File: src/rtl/nand_if_pkg.sv
package nand_if_pkg;

    typedef enum logic [2:0] {
        S_IDLE, S_ADDR, S_DIN, S_ERCONF, S_BUSY, S_DOUT, S_IDOUT
    } seq_state_t;

    typedef enum logic [1:0] {
        AREA_LO, AREA_HI, AREA_SPARE
    } area_t;

    typedef enum logic [1:0] {
        OP_READ = 2'd0, OP_PROG = 2'd1, OP_ERASE = 2'd2, OP_ID = 2'd3
    } op_t;

    localparam logic [7:0] C_PTR_LO    = 8'h00;
    localparam logic [7:0] C_PTR_HI    = 8'h01;
    localparam logic [7:0] C_PTR_SPARE = 8'h50;
    localparam logic [7:0] C_PROG      = 8'h80;
    localparam logic [7:0] C_PROG_GO   = 8'h10;
    localparam logic [7:0] C_ERASE     = 8'h60;
    localparam logic [7:0] C_ERASE_GO  = 8'hD0;
    localparam logic [7:0] C_IDENT     = 8'h90;
    localparam logic [7:0] C_STATUS    = 8'h70;

    localparam logic [7:0] ID_MAKER  = 8'hEC;
    localparam logic [7:0] ID_DEVICE = 8'hE3;

endpackage

File: src/rtl/nand_edge.sv
module nand_edge #(
    parameter int N = 2
) (
    input  logic         clk,
    input  logic         rst_n,
    input  logic [N-1:0] strobe_n,
    output logic [N-1:0] rise
);
    logic [N-1:0] prev_q;

    always_ff @(posedge clk or negedge rst_n) begin
        if (!rst_n) prev_q <= '1;
        else        prev_q <= strobe_n;
    end

    assign rise = strobe_n & ~prev_q;
endmodule

File: src/rtl/nand_ptr.sv
module nand_ptr
    import nand_if_pkg::*;
#(
    parameter int SPARE_BITS = 4,
    localparam int COL_W = 10
) (
    input  logic             clk,
    input  logic             rst_n,
    input  logic             set_en,
    input  logic [7:0]       set_code,
    input  logic             consume,
    input  logic [7:0]       col_byte,
    output area_t            area,
    output logic [COL_W-1:0] col_full
);
    always_ff @(posedge clk or negedge rst_n) begin
        if (!rst_n) begin
            area <= AREA_LO;
        end else if (set_en) begin
            unique case (set_code)
                C_PTR_HI:    area <= AREA_HI;
                C_PTR_SPARE: area <= AREA_SPARE;
                default:     area <= AREA_LO;
            endcase
        end else if (consume && area == AREA_HI) begin
            area <= AREA_LO;
        end
    end

    always_comb begin
        unique case (area)
            AREA_HI:    col_full = {2'b01, col_byte};
            AREA_SPARE: col_full = {2'b10, {(8-SPARE_BITS){1'b0}}, col_byte[SPARE_BITS-1:0]};
            default:    col_full = {2'b00, col_byte};
        endcase
    end

    AST_HI_ONESHOT: assert property (@(posedge clk) disable iff (!rst_n)
        (consume && !set_en && area == AREA_HI) |=> area == AREA_LO);
    AST_SPARE_KEEP: assert property (@(posedge clk) disable iff (!rst_n)
        (area == AREA_SPARE && !set_en) |=> area == AREA_SPARE);
endmodule

File: src/rtl/nand_seq.sv
module nand_seq
    import nand_if_pkg::*;
#(
    parameter int ROW_BYTES = 2,
    localparam int ROW_W  = 8 * ROW_BYTES,
    localparam int ACNT_W = $clog2(ROW_BYTES + 2),
    localparam int COL_W  = 10
) (
    input  logic             clk,
    input  logic             rst_n,
    input  logic             cmd_stb,
    input  logic             adr_stb,
    input  logic             dat_stb,
    input  logic             re_rise,
    input  logic [7:0]       io_in,
    input  logic [COL_W-1:0] col_full,
    input  logic             req_ack,
    input  logic             req_fail,
    output seq_state_t       state,
    output logic [7:0]       col_q,
    output logic             ptr_set,
    output logic             ptr_consume,
    output logic             req_valid,
    output logic [1:0]       req_op,
    output logic [COL_W-1:0] req_col,
    output logic [ROW_W-1:0] req_row,
    output logic             stat_sel,
    output logic             fail_flag,
    output logic             id_second,
    output logic             rd_next,
    output logic             wr_valid,
    output logic [7:0]       wr_data
);
    seq_state_t        nxt;
    op_t               kind;
    logic [ACNT_W-1:0] acnt, last_idx, row_idx;
    logic              cmd_ok, is_ptr, start_rd, start_pg, start_er, start_id, start_any;
    logic              stat_cmd, conf_pg, conf_er, auto_rd, addr_in, last_addr, go_busy;

    assign cmd_ok    = cmd_stb && state != S_BUSY;
    assign is_ptr    = io_in == C_PTR_LO || io_in == C_PTR_HI || io_in == C_PTR_SPARE;
    assign start_rd  = cmd_ok && is_ptr;
    assign start_pg  = cmd_ok && io_in == C_PROG;
    assign start_er  = cmd_ok && io_in == C_ERASE;
    assign start_id  = cmd_ok && io_in == C_IDENT;
    assign start_any = start_rd || start_pg || start_er || start_id;
    assign stat_cmd  = cmd_stb && io_in == C_STATUS;
    assign conf_pg   = cmd_ok && io_in == C_PROG_GO && state == S_DIN;
    assign conf_er   = cmd_ok && io_in == C_ERASE_GO && state == S_ERCONF;
    assign auto_rd   = adr_stb && (state == S_IDLE || state == S_DOUT);
    assign addr_in   = adr_stb && state == S_ADDR;

    always_comb begin
        unique case (kind)
            OP_ERASE: last_idx = ACNT_W'(ROW_BYTES - 1);
            OP_ID:    last_idx = '0;
            default:  last_idx = ACNT_W'(ROW_BYTES);
        endcase
    end
    assign row_idx   = (kind == OP_ERASE) ? acnt : acnt - 1'b1;
    assign last_addr = addr_in && acnt == last_idx;
    assign go_busy   = (last_addr && kind == OP_READ) || conf_pg || conf_er;

    always_comb begin
        nxt = state;
        unique case (state)
            S_BUSY: begin
                if (req_ack) nxt = (kind == OP_READ) ? S_DOUT : S_IDLE;
            end
            S_IDLE, S_ADDR, S_DIN, S_ERCONF, S_DOUT, S_IDOUT: begin
                if (start_any)    nxt = S_ADDR;
                else if (go_busy) nxt = S_BUSY;
                else if (auto_rd) nxt = S_ADDR;
                else if (last_addr) begin
                    unique case (kind)
                        OP_PROG:  nxt = S_DIN;
                        OP_ERASE: nxt = S_ERCONF;
                        default:  nxt = (io_in == 8'h00) ? S_IDOUT : S_IDLE;
                    endcase
                end
            end
            default: nxt = S_IDLE;
        endcase
    end

    always_ff @(posedge clk or negedge rst_n) begin
        if (!rst_n) state <= S_IDLE;
        else        state <= nxt;
    end

    always_ff @(posedge clk or negedge rst_n) begin
        if (!rst_n) begin
            kind <= OP_READ; acnt <= '0; col_q <= '0; req_row <= '0;
            req_op <= '0; req_col <= '0; stat_sel <= 1'b0; fail_flag <= 1'b0;
            id_second <= 1'b0; rd_next <= 1'b0; wr_valid <= 1'b0; wr_data <= '0;
        end else begin
            rd_next  <= re_rise && state == S_DOUT && !stat_sel;
            wr_valid <= dat_stb && state == S_DIN;
            if (dat_stb && state == S_DIN) wr_data <= io_in;

            if (start_any) begin
                acnt <= '0;
                if (start_er) col_q <= '0;
                kind <= start_pg ? OP_PROG : start_er ? OP_ERASE : start_id ? OP_ID : OP_READ;
            end else if (auto_rd) begin
                kind <= OP_READ; acnt <= ACNT_W'(1); col_q <= io_in;
            end else if (addr_in) begin
                acnt <= acnt + 1'b1;
                if (kind != OP_ID) begin
                    if (kind != OP_ERASE && acnt == '0) col_q <= io_in;
                    for (int b = 0; b < ROW_BYTES; b++) begin
                        if ((kind == OP_ERASE || acnt != '0) && row_idx == ACNT_W'(b))
                            req_row[8*b +: 8] <= io_in;
                    end
                end
            end

            if (go_busy) begin
                req_op  <= (kind == OP_READ) ? 2'd0 : conf_pg ? 2'd1 : 2'd2;
                req_col <= (kind == OP_ERASE) ? '0 : col_full;
            end

            if (start_any || go_busy) stat_sel <= 1'b0;
            else if (stat_cmd)        stat_sel <= 1'b1;

            if (state == S_BUSY && req_ack && kind != OP_READ) fail_flag <= req_fail;

            if (start_id) id_second <= 1'b0;
            else if (re_rise && state == S_IDOUT && !stat_sel) id_second <= 1'b1;
        end
    end

    assign ptr_set     = start_rd;
    assign ptr_consume = go_busy;
    assign req_valid   = state == S_BUSY;

    AST_REQ_HOLD: assert property (@(posedge clk) disable iff (!rst_n)
        (req_valid && !req_ack) |=> req_valid && $stable(req_op) && $stable(req_col) && $stable(req_row));
    AST_ACK_DROP: assert property (@(posedge clk) disable iff (!rst_n)
        (req_valid && req_ack) |=> !req_valid);
    AST_PULSE_EXCL: assert property (@(posedge clk) disable iff (!rst_n)
        $onehot0({rd_next, wr_valid}));
endmodule

File: src/rtl/nand_cmd_if.sv
module nand_cmd_if
    import nand_if_pkg::*;
#(
    parameter int ROW_BYTES  = 2,
    parameter int SPARE_BITS = 4,
    localparam int ROW_W = 8 * ROW_BYTES,
    localparam int COL_W = 10
) (
    input  logic             clk,
    input  logic             rst_n,
    input  logic             ce_n,
    input  logic             cle,
    input  logic             ale,
    input  logic             we_n,
    input  logic             re_n,
    input  logic [7:0]       io_in,
    output logic [7:0]       io_out,
    output logic             io_oe,
    output logic             rb,
    output logic             req_valid,
    output logic [1:0]       req_op,
    output logic [COL_W-1:0] req_col,
    output logic [ROW_W-1:0] req_row,
    input  logic             req_ack,
    input  logic             req_fail,
    input  logic [7:0]       rd_data,
    output logic             rd_next,
    output logic             wr_valid,
    output logic [7:0]       wr_data
);
    logic [1:0]       rise;
    logic             cmd_stb, adr_stb, dat_stb;
    logic             ptr_set, ptr_consume, stat_sel, fail_flag, id_second;
    logic [7:0]       col_q;
    logic [COL_W-1:0] col_full;
    area_t            area;
    seq_state_t       state;

    nand_edge #(.N(2)) u_edge (
        .clk(clk), .rst_n(rst_n), .strobe_n({re_n, we_n}), .rise(rise)
    );

    assign cmd_stb = rise[0] && cle && !ale && !ce_n;
    assign adr_stb = rise[0] && ale && !cle && !ce_n;
    assign dat_stb = rise[0] && !cle && !ale;

    nand_ptr #(.SPARE_BITS(SPARE_BITS)) u_ptr (
        .clk(clk), .rst_n(rst_n), .set_en(ptr_set), .set_code(io_in),
        .consume(ptr_consume), .col_byte(col_q), .area(area), .col_full(col_full)
    );

    nand_seq #(.ROW_BYTES(ROW_BYTES)) u_seq (
        .clk(clk), .rst_n(rst_n), .cmd_stb(cmd_stb), .adr_stb(adr_stb),
        .dat_stb(dat_stb), .re_rise(rise[1]), .io_in(io_in), .col_full(col_full),
        .req_ack(req_ack), .req_fail(req_fail), .state(state), .col_q(col_q),
        .ptr_set(ptr_set), .ptr_consume(ptr_consume), .req_valid(req_valid),
        .req_op(req_op), .req_col(req_col), .req_row(req_row), .stat_sel(stat_sel),
        .fail_flag(fail_flag), .id_second(id_second), .rd_next(rd_next),
        .wr_valid(wr_valid), .wr_data(wr_data)
    );

    assign rb    = state != S_BUSY;
    assign io_oe = !re_n && !ce_n;

    always_comb begin
        if (stat_sel)              io_out = {1'b1, rb, 5'b0, fail_flag};
        else if (state == S_IDOUT) io_out = id_second ? ID_DEVICE : ID_MAKER;
        else                       io_out = rd_data;
    end

    AST_BUSY_AREA: assert property (@(posedge clk) disable iff (!rst_n)
        !rb |=> $stable(area));
    AST_ID_BYTE: assert property (@(posedge clk) disable iff (!rst_n)
        (state == S_IDOUT && !stat_sel) |-> (io_out == ID_MAKER || io_out == ID_DEVICE));
endmodule

File: config.mk
export PLATFORM = sky130hd
export DESIGN_NAME = nand_cmd_if
export DESIGN_NICKNAME = d
export VERILOG_FILES = /design/src/rtl/nand_if_pkg.sv /design/src/rtl/nand_edge.sv /design/src/rtl/nand_ptr.sv /design/src/rtl/nand_seq.sv /design/src/rtl/nand_cmd_if.sv
export SDC_FILE = /design/constraint.sdc
export NUM_CORES = 1
export LEC_CHECK = 0
export ABC_CLOCK_PERIOD_IN_PS = 5600
export BUFFER_PORTS_ARGS = -buffer_cell sky130_fd_sc_hd__buf_2
export CORE_MARGIN = 1
export CORE_UTILIZATION = 55
export DETAILED_ROUTE_END_ITERATION = 16
export GPL_ROUTABILITY_DRIVEN = 0
export PLACE_DENSITY = 0.83
export RECOVER_POWER = 50
export SLEW_MARGIN = 10
export SYNTH_ARGS = -nofsm -noshare
export SYNTH_HDL_FRONTEND = slang
export SYNTH_SLANG_ARGS = --single-unit
File: constraint.sdc
create_clock -name clk -period 5.6 [get_ports clk]
set_input_delay 1.12 -clock clk [delete_from_list [all_inputs] [get_ports clk]]
set_output_delay 1.12 -clock clk [all_outputs]
set_load 0.005 [all_outputs]
# == Word-level counts from Yosys, hierarchy flattened ==
# Index checks and enable logic that the tools add are counted.
# totals
in_bits,25
wordCells,156
out_inout_bits,49
ff_bits,60
# op_classes
bitwise_logic,4
n_addsub,2
muxes,39
n_eq_ne,27
n_reduce_logical,68
# op_table
cell,n
$mux W8,8
$logic_and A1 B1 Y1,34
$mux W2,13
$eq A8 B7 Y1 const B,3
$eq A8 B8 Y1 const B,3
$mux W3,7
$pmux W10 S2,1
$pmux W3 S2,2
$reduce_bool A2 Y1,6
$logic_or A1 B1 Y1,10
$mux W10,1
$reduce_and A5 Y1,2
$eq A3 B3 Y1 const B,3
$reduce_bool A3 Y1,3
$eq A8 B1 Y1 const B,1
$eq A8 B5 Y1 const B,1
$logic_not A8 Y1,1
$pmux W2 S2,2
$eq A2 B1 Y1 const B,3
$eq A2 B2 Y1 const B,3
$eq A3 B2 Y1 const B,2
$logic_not A2 Y1,3
$reduce_or A6 Y1,1
$logic_not A1 Y1,5
other kinds (16),22

# == Longest topological paths before layout ==
# logic_depth
ltp_word,13
depth_mapped,10
ltp_nobuf,8

# == Modules after synthesis ==
# Synthesis repeated with hierarchy kept, for this count alone.
# unflattened
cells_unflattened,301
hier_area_um2,3119.2
# modules_own_cells
mod,seq_area_each_um2,instances,area_each_um2,cells_per_inst
nand_seq,1401.3,1,2662.6,243
nand_ptr,50.0,1,216.5,25
nand_cmd_if,0.0,1,160.2,29
nand_edge,52.6,1,80.1,4

# == Least setup slack after synthesis ==
# OpenSTA, ideal clock, no wires.
# synth_timing
path_kind,input to register
start,in ale
end,reg u_seq.col_q[0]
required_time_ns,5.472
setup_slack_ns,2.678
arrival_ns,2.794
path_buffers,1
setup_time_ns,0.128
cell_stages,7
path_cell_list,or3b_1 -> or2_2 -> or3_1 -> o31a_1 -> buf_2 -> nand2_1 -> o21ai_0
# synth_between
elab_chain_cells,10
word_cells_on_any_way,23
classes_between,eq/ne (1); mux (2); reduce/logical (20)
# synth_rtl
item,line,text
"start, declared",nand_cmd_if.sv:13,"input logic ale,"
$logic_not A1 Y1,nand_cmd_if.sv:43,assign cmd_stb = rise[0] && cle && !ale && !ce_n;
$logic_and A1 B1 Y1 (2 in a row),nand_cmd_if.sv:43,
$logic_and A1 B1 Y1,nand_seq.sv:40,assign cmd_ok = cmd_stb && state != S_BUSY;
"$logic_and A1 B1 Y1, on equally long branches","nand_seq.sv:42, nand_seq.sv:43",
$logic_or A1 B1 Y1 (3 in a row),nand_seq.sv:46,assign start_any = start_rd || start_pg || start_er || start_id;
$ne A2 B1 Y1 (no source line) or $reduce_bool A3 Y1 (tied branches),-,
$reduce_and A4 Y1 (no source line),-,
"end signal, assigned",nand_seq.sv:110,if (kind != OP_ERASE && acnt == '0) col_q <= io_in;
"end, declared",nand_seq.sv:20,"output logic [7:0] col_q,"
# Several ways; a longest one is shown, not always the timed one.
# A chain may end at the register's enable or synchronous reset.

==> impl_table.tex <==
\begin{tabular}{lr}
\hline
Metric & Value \\
\hline
\multicolumn{2}{l}{\textbf{Timing}} \\
\quad Setup slack after layout & approximately 1900 ps \\
\quad Worst hold slack across all endpoints & 463 ps \\
\quad Number of endpoints failing setup at the final stage & 0 \\
\quad Final Critical Period & between 3000 and 4000 ps \\
\quad Pins over their slew limit & roughly 60 \\
\quad Number of hold violations in the final report & 0 \\
\quad Worst-Margin Slew & 3180 ps \\
\quad Worst relative slew slack & -112\% \\
\quad RSZ-0062 raised after global routing & no \\
\quad Total negative slack & 0 ps \\
\quad Fin crit share & between 60\% and 70\% \\
\quad Worst-case clock skew & 8.18 ps \\
\quad Fmax & 269 MHz \\
\multicolumn{2}{l}{\textbf{Setup path}} \\
\quad Critical Path AT & roughly 3500 ps \\
\quad Buffers plus inverters on the worst setup path & 2 \\
\quad Kind of start point of the critical path & primary input \\
\quad Slowest cell on the critical path & sky130\_fd\_sc\_hd\_\_clkbuf\_1 \\
\quad Cell Chain, Critical Path & buf\_2, clkbuf\_1 \\
\quad Register-to-Register Path Depth & 7 \\
\quad Data required time of the critical path & 5350 ps \\
\quad Largest stage delay, worst path & about 2200 ps \\
\quad FF-to-FF setup slack & $\sim$2700 ps \\
\quad Maximum net fanout on the critical path & 60 \\
\quad Worst flop-to-flop path startpoint & u\_seq.state[1] \\
\quad Termination of the worst setup path & u\_seq.col\_q[1] \\
\quad Crit end category & asynchronous set/reset pin \\
\quad Worst flop-to-flop path endpoint & u\_seq.state[2] \\
\quad CP startpoint & rst\_n \\
\quad Critical path type & in -> async \\
\quad Family with the most delay on the worst path & buffers and inverters \\
\quad Total number of cells along the worst setup path & 2 \\
\multicolumn{2}{l}{\textbf{Synth}} \\
\quad Synthesized cell area & roughly 3100 um\^{}2 \\
\quad Most common flop cell mapped by yosys & sky130\_fd\_sc\_hd\_\_dfrtp\_1 \\
\quad Proportion of netlist area held by the largest area contributor & between 40 and 50\% \\
\quad Share of flip-flops with an asynchronous set or reset & 100\% \\
\quad Warnings, synthesis & 0 \\
\quad Library cell with the largest summed area after synthesis & sky130\_fd\_sc\_hd\_\_dfrtp\_1 \\
\quad Top cells by area, synth & sky130\_fd\_sc\_hd\_\_dfrtp\_1 46\%, sky130\_fd\_sc\_hd\_\_mux2\_2 6.5\%, sky130\_fd\_sc\_hd\_\_nand2\_1 6.0\% \\
\quad Post-synthesis cell type count & 56 \\
\quad Sequential share of the synthesized area & 48.1\% \\
\quad Synthesized netlist cell count & approximately 300 \\
\quad Syn\_area\_per\_cell & 10.1 um\^{}2 \\
\quad Count of flip-flops with a built-in enable after synthesis & 0 \\
\quad Number of nets in the synthesized netlist & 340 \\
\quad Synth Register Bits & 60 \\
\multicolumn{2}{l}{\textbf{Hold path}} \\
\quad Hold Crit Class & reg -> reg \\
\multicolumn{2}{l}{\textbf{Place}} \\
\quad Placed wire-length estimate after detailed placement & between 5000 and 6000 um \\
\quad Dpl ws & $\sim$2100 ps \\
\quad Placed instance area & between 3000 and 4000 um\^{}2 \\
\quad Count of input and output buffers & 73 \\
\multicolumn{2}{l}{\textbf{CTS}} \\
\quad CTS Root Cell & sky130\_fd\_sc\_hd\_\_clkbuf\_8 \\
\quad TritonCTS clock tree & yes \\
\quad Post-cts repair resize count & 0 \\
\quad Clock slew seen by the registers of the worst setup and hold paths & $\sim$70 ps \\
\quad Worst-Skew Late Latency & 350 ps \\
\quad Maximum buffer depth of the clock tree & 2 \\
\quad \# H-tree levels & 3 \\
\quad Number of buffers inserted by hold repair at cts & 0 \\
\quad Clock buffers created by TritonCTS & 9 \\
\quad Number of sinks handled by clock tree synthesis & 60 \\
\quad Post-CTS setup buffers & 0 \\
\multicolumn{2}{l}{\textbf{Global routing}} \\
\quad Global route overflow & 0 \\
\quad Pin count of the biggest net entering global routing & approximately 60 \\
\quad Antenna violations before repair & 0 \\
\quad Global-route wire length before repair & 12300 um \\
\quad GRT Resource Usage Total & approximately 27\% \\
\quad Number of global-route vias before repair & approximately 2.6k \\
\multicolumn{2}{l}{\textbf{Finish}} \\
\quad Commonest non-fill, non-tap cell in the layout & sky130\_fd\_sc\_hd\_\_buf\_2 \\
\quad Top library cells by usage in the layout, fill and taps aside & 67 x sky130\_fd\_sc\_hd\_\_buf\_2, 58 x sky130\_fd\_sc\_hd\_\_dfrtp\_1, 50 x sky130\_fd\_sc\_hd\_\_nand2\_1 \\
\quad Share of the core filled with cells & between 60\% and 70\% \\
\quad Share of layout cells above drive strength 1 & between 30\% and 40\% \\
\quad Number of antenna repair diodes & 0 \\
\quad \# nets final & 410 \\
\quad Post-route standard cell area excluding fillers & 3680 um\^{}2 \\
\quad Area growth from synthesis to final layout & 17.7\% \\
\multicolumn{2}{l}{\textbf{Power and ir drop}} \\
\quad Static leakage & approximately 1.9 nW \\
\quad Peak supply drop & 235 uV \\
\quad Power Dens Cells & about 370 nW/um\^{}2 \\
\multicolumn{2}{l}{\textbf{Drt}} \\
\quad Detailed-routing iteration count for the pre-antenna-repair pass & 4 \\
\quad Final routed wirelength across all metal layers & 7330 um \\
\quad Vias post-DR & $\sim$2.6k \\
\quad DRC Markers & 0 \\
\quad DRC marker count from the first detailed-route iteration & roughly 130 \\
\quad Avg WL per Cell & between 15 and 20 um \\
\quad Via-to-Cell Ratio & 5.81 \\
\quad Number of antenna-violating nets in the routed design & 0 \\
\multicolumn{2}{l}{\textbf{Outcome}} \\
\quad Outcome & finished with violations \\
\quad Failing checks & max-capacitance violations, max-slew violations \\
\multicolumn{2}{l}{\textbf{Floorplanning}} \\
\quad Top-level I/O count & between 70 and 80 \\
\quad Vert. Die Dim & between 70 and 80 um \\
\quad Standard-cell rows & 27 \\
\quad Initial Util & 56.7\% \\
\quad Horiz. Die Dim & slightly below 80 um \\
\quad Die ar. & about 6000 um\^{}2 \\
\quad Area inside the core boundary & between 5000 and 6000 um\^{}2 \\
\multicolumn{2}{l}{\textbf{Flow run}} \\
\quad Max-Cap Viols & 1 \\
\hline
\end{tabular}
stage by stage:
stage	cells	power, mW
2_1_floorplan	308	0.865
3_3_place_gp	439	0.988
3_5_place_dp	439	1.00
4_1_cts	455	1.37
5_1_grt	455	1.44
6_report	455	1.37
sequential cells by signal, summed over array words and instances, names as in the netlist:
register / flops
u_seq.stat_sel: 1
u_seq.req_op: 2
u_seq.id_second: 1
u_seq.req_col: 10
u_seq.acnt: 2
u_seq.req_row: 16
u_edge.prev_q: 2
u_seq.wr_data: 8
u_seq.wr_valid: 1
u_ptr.area: 2
u_seq.col_q: 8
u_seq.state: 3
u_seq.fail_flag: 1
u_seq.kind: 2
u_seq.rd_next: 1
worst min path at each step:
stage / slack, ps / cells past startpoint / to / startpoint
final: 460 / 2 / u_seq.req_col[8] / u_seq.req_col[8]
after global routing: 490 / 2 / u_seq.req_col[8] / u_seq.req_col[8]
after CTS: 470 / 2 / u_seq.req_col[6] / u_seq.req_col[6]
after detailed placement: 450 / 2 / u_seq.req_col[6] / u_seq.req_col[6]
after global placement: 450 / 2 / u_seq.req_col[8] / u_seq.req_col[8]
after floorplan: 450 / 2 / u_seq.col_q[4] / u_seq.col_q[4]
cell type report:
cell class              instances  area (um^2)
flip-flops and latches         60         1500
fillers                       448         1830
well taps                      72         90.1
clock inverters                 6         48.8
inverters                      12         45.0
clock buffers                  10          138
multi-input cells             221         1490
repair buffers                 74          362
metal layers:
metal | global-route usage, % | up-vias | part of all wire [%]
met1 | 35.8 | 1255 | 43
met2 | 41.1 | 141 | 46
met3 | 5.76 | 25 | 8.0
li1 | - | 1222 | -
met4 | 14.7 | 0 | 3.4
met5 | 0 | - | 0
power breakdown:
part	total, mW	switching, mW	leakage, nW	internal, mW
Clock	0.367	0.192	0.0851	0.175
Sequential	0.603	0.0732	0.800	0.529
Combinational	0.396	0.204	1.01	0.192
synthesized netlist by cell type, types with 2 or more instances:
| cell | n |
|---|---|
| sky130_fd_sc_hd__o32ai_2 | 2 |
| sky130_fd_sc_hd__buf_2 | 4 |
| sky130_fd_sc_hd__nand2b_1 | 5 |
| sky130_fd_sc_hd__o21ai_0 | 12 |
| sky130_fd_sc_hd__nor3_1 | 14 |
| sky130_fd_sc_hd__xnor2_1 | 3 |
| sky130_fd_sc_hd__or4_1 | 2 |
| sky130_fd_sc_hd__mux2_4 | 7 |
| sky130_fd_sc_hd__or3_1 | 7 |
| sky130_fd_sc_hd__nor2b_1 | 4 |
| sky130_fd_sc_hd__dfstp_2 | 2 |
| sky130_fd_sc_hd__ha_1 | 7 |
| sky130_fd_sc_hd__buf_6 | 2 |
| sky130_fd_sc_hd__a21o_1 | 2 |
| sky130_fd_sc_hd__mux2_2 | 18 |
| sky130_fd_sc_hd__nand2_1 | 50 |
| sky130_fd_sc_hd__clkbuf_1 | 8 |
| sky130_fd_sc_hd__inv_1 | 12 |
| sky130_fd_sc_hd__nor2_1 | 23 |
| sky130_fd_sc_hd__nor4b_1 | 4 |
| sky130_fd_sc_hd__o211a_1 | 2 |
| sky130_fd_sc_hd__nor4_1 | 2 |
| sky130_fd_sc_hd__a22oi_1 | 2 |
| sky130_fd_sc_hd__a22o_1 | 2 |
| sky130_fd_sc_hd__a21oi_1 | 9 |
| sky130_fd_sc_hd__and3_1 | 2 |
| sky130_fd_sc_hd__dfrtp_1 | 58 |
| sky130_fd_sc_hd__o31ai_1 | 2 |
| sky130_fd_sc_hd__nor3b_1 | 3 |
| sky130_fd_sc_hd__nand3b_1 | 6 |
| sky130_fd_sc_hd__nand3_1 | 7 |
kinds of logic after synthesis:
kind of cell    after synthesis  synth area share (%)
flops                        60                  48.1
compound gates               43                  10.0
xor+xnor                      4                  1.12
buf+inv                      27                  4.00
simple gates                141                  23.7
mux                          26                  10.2
fa+ha+maj                     7                  2.80
Power figures use the tool's default switching activity.
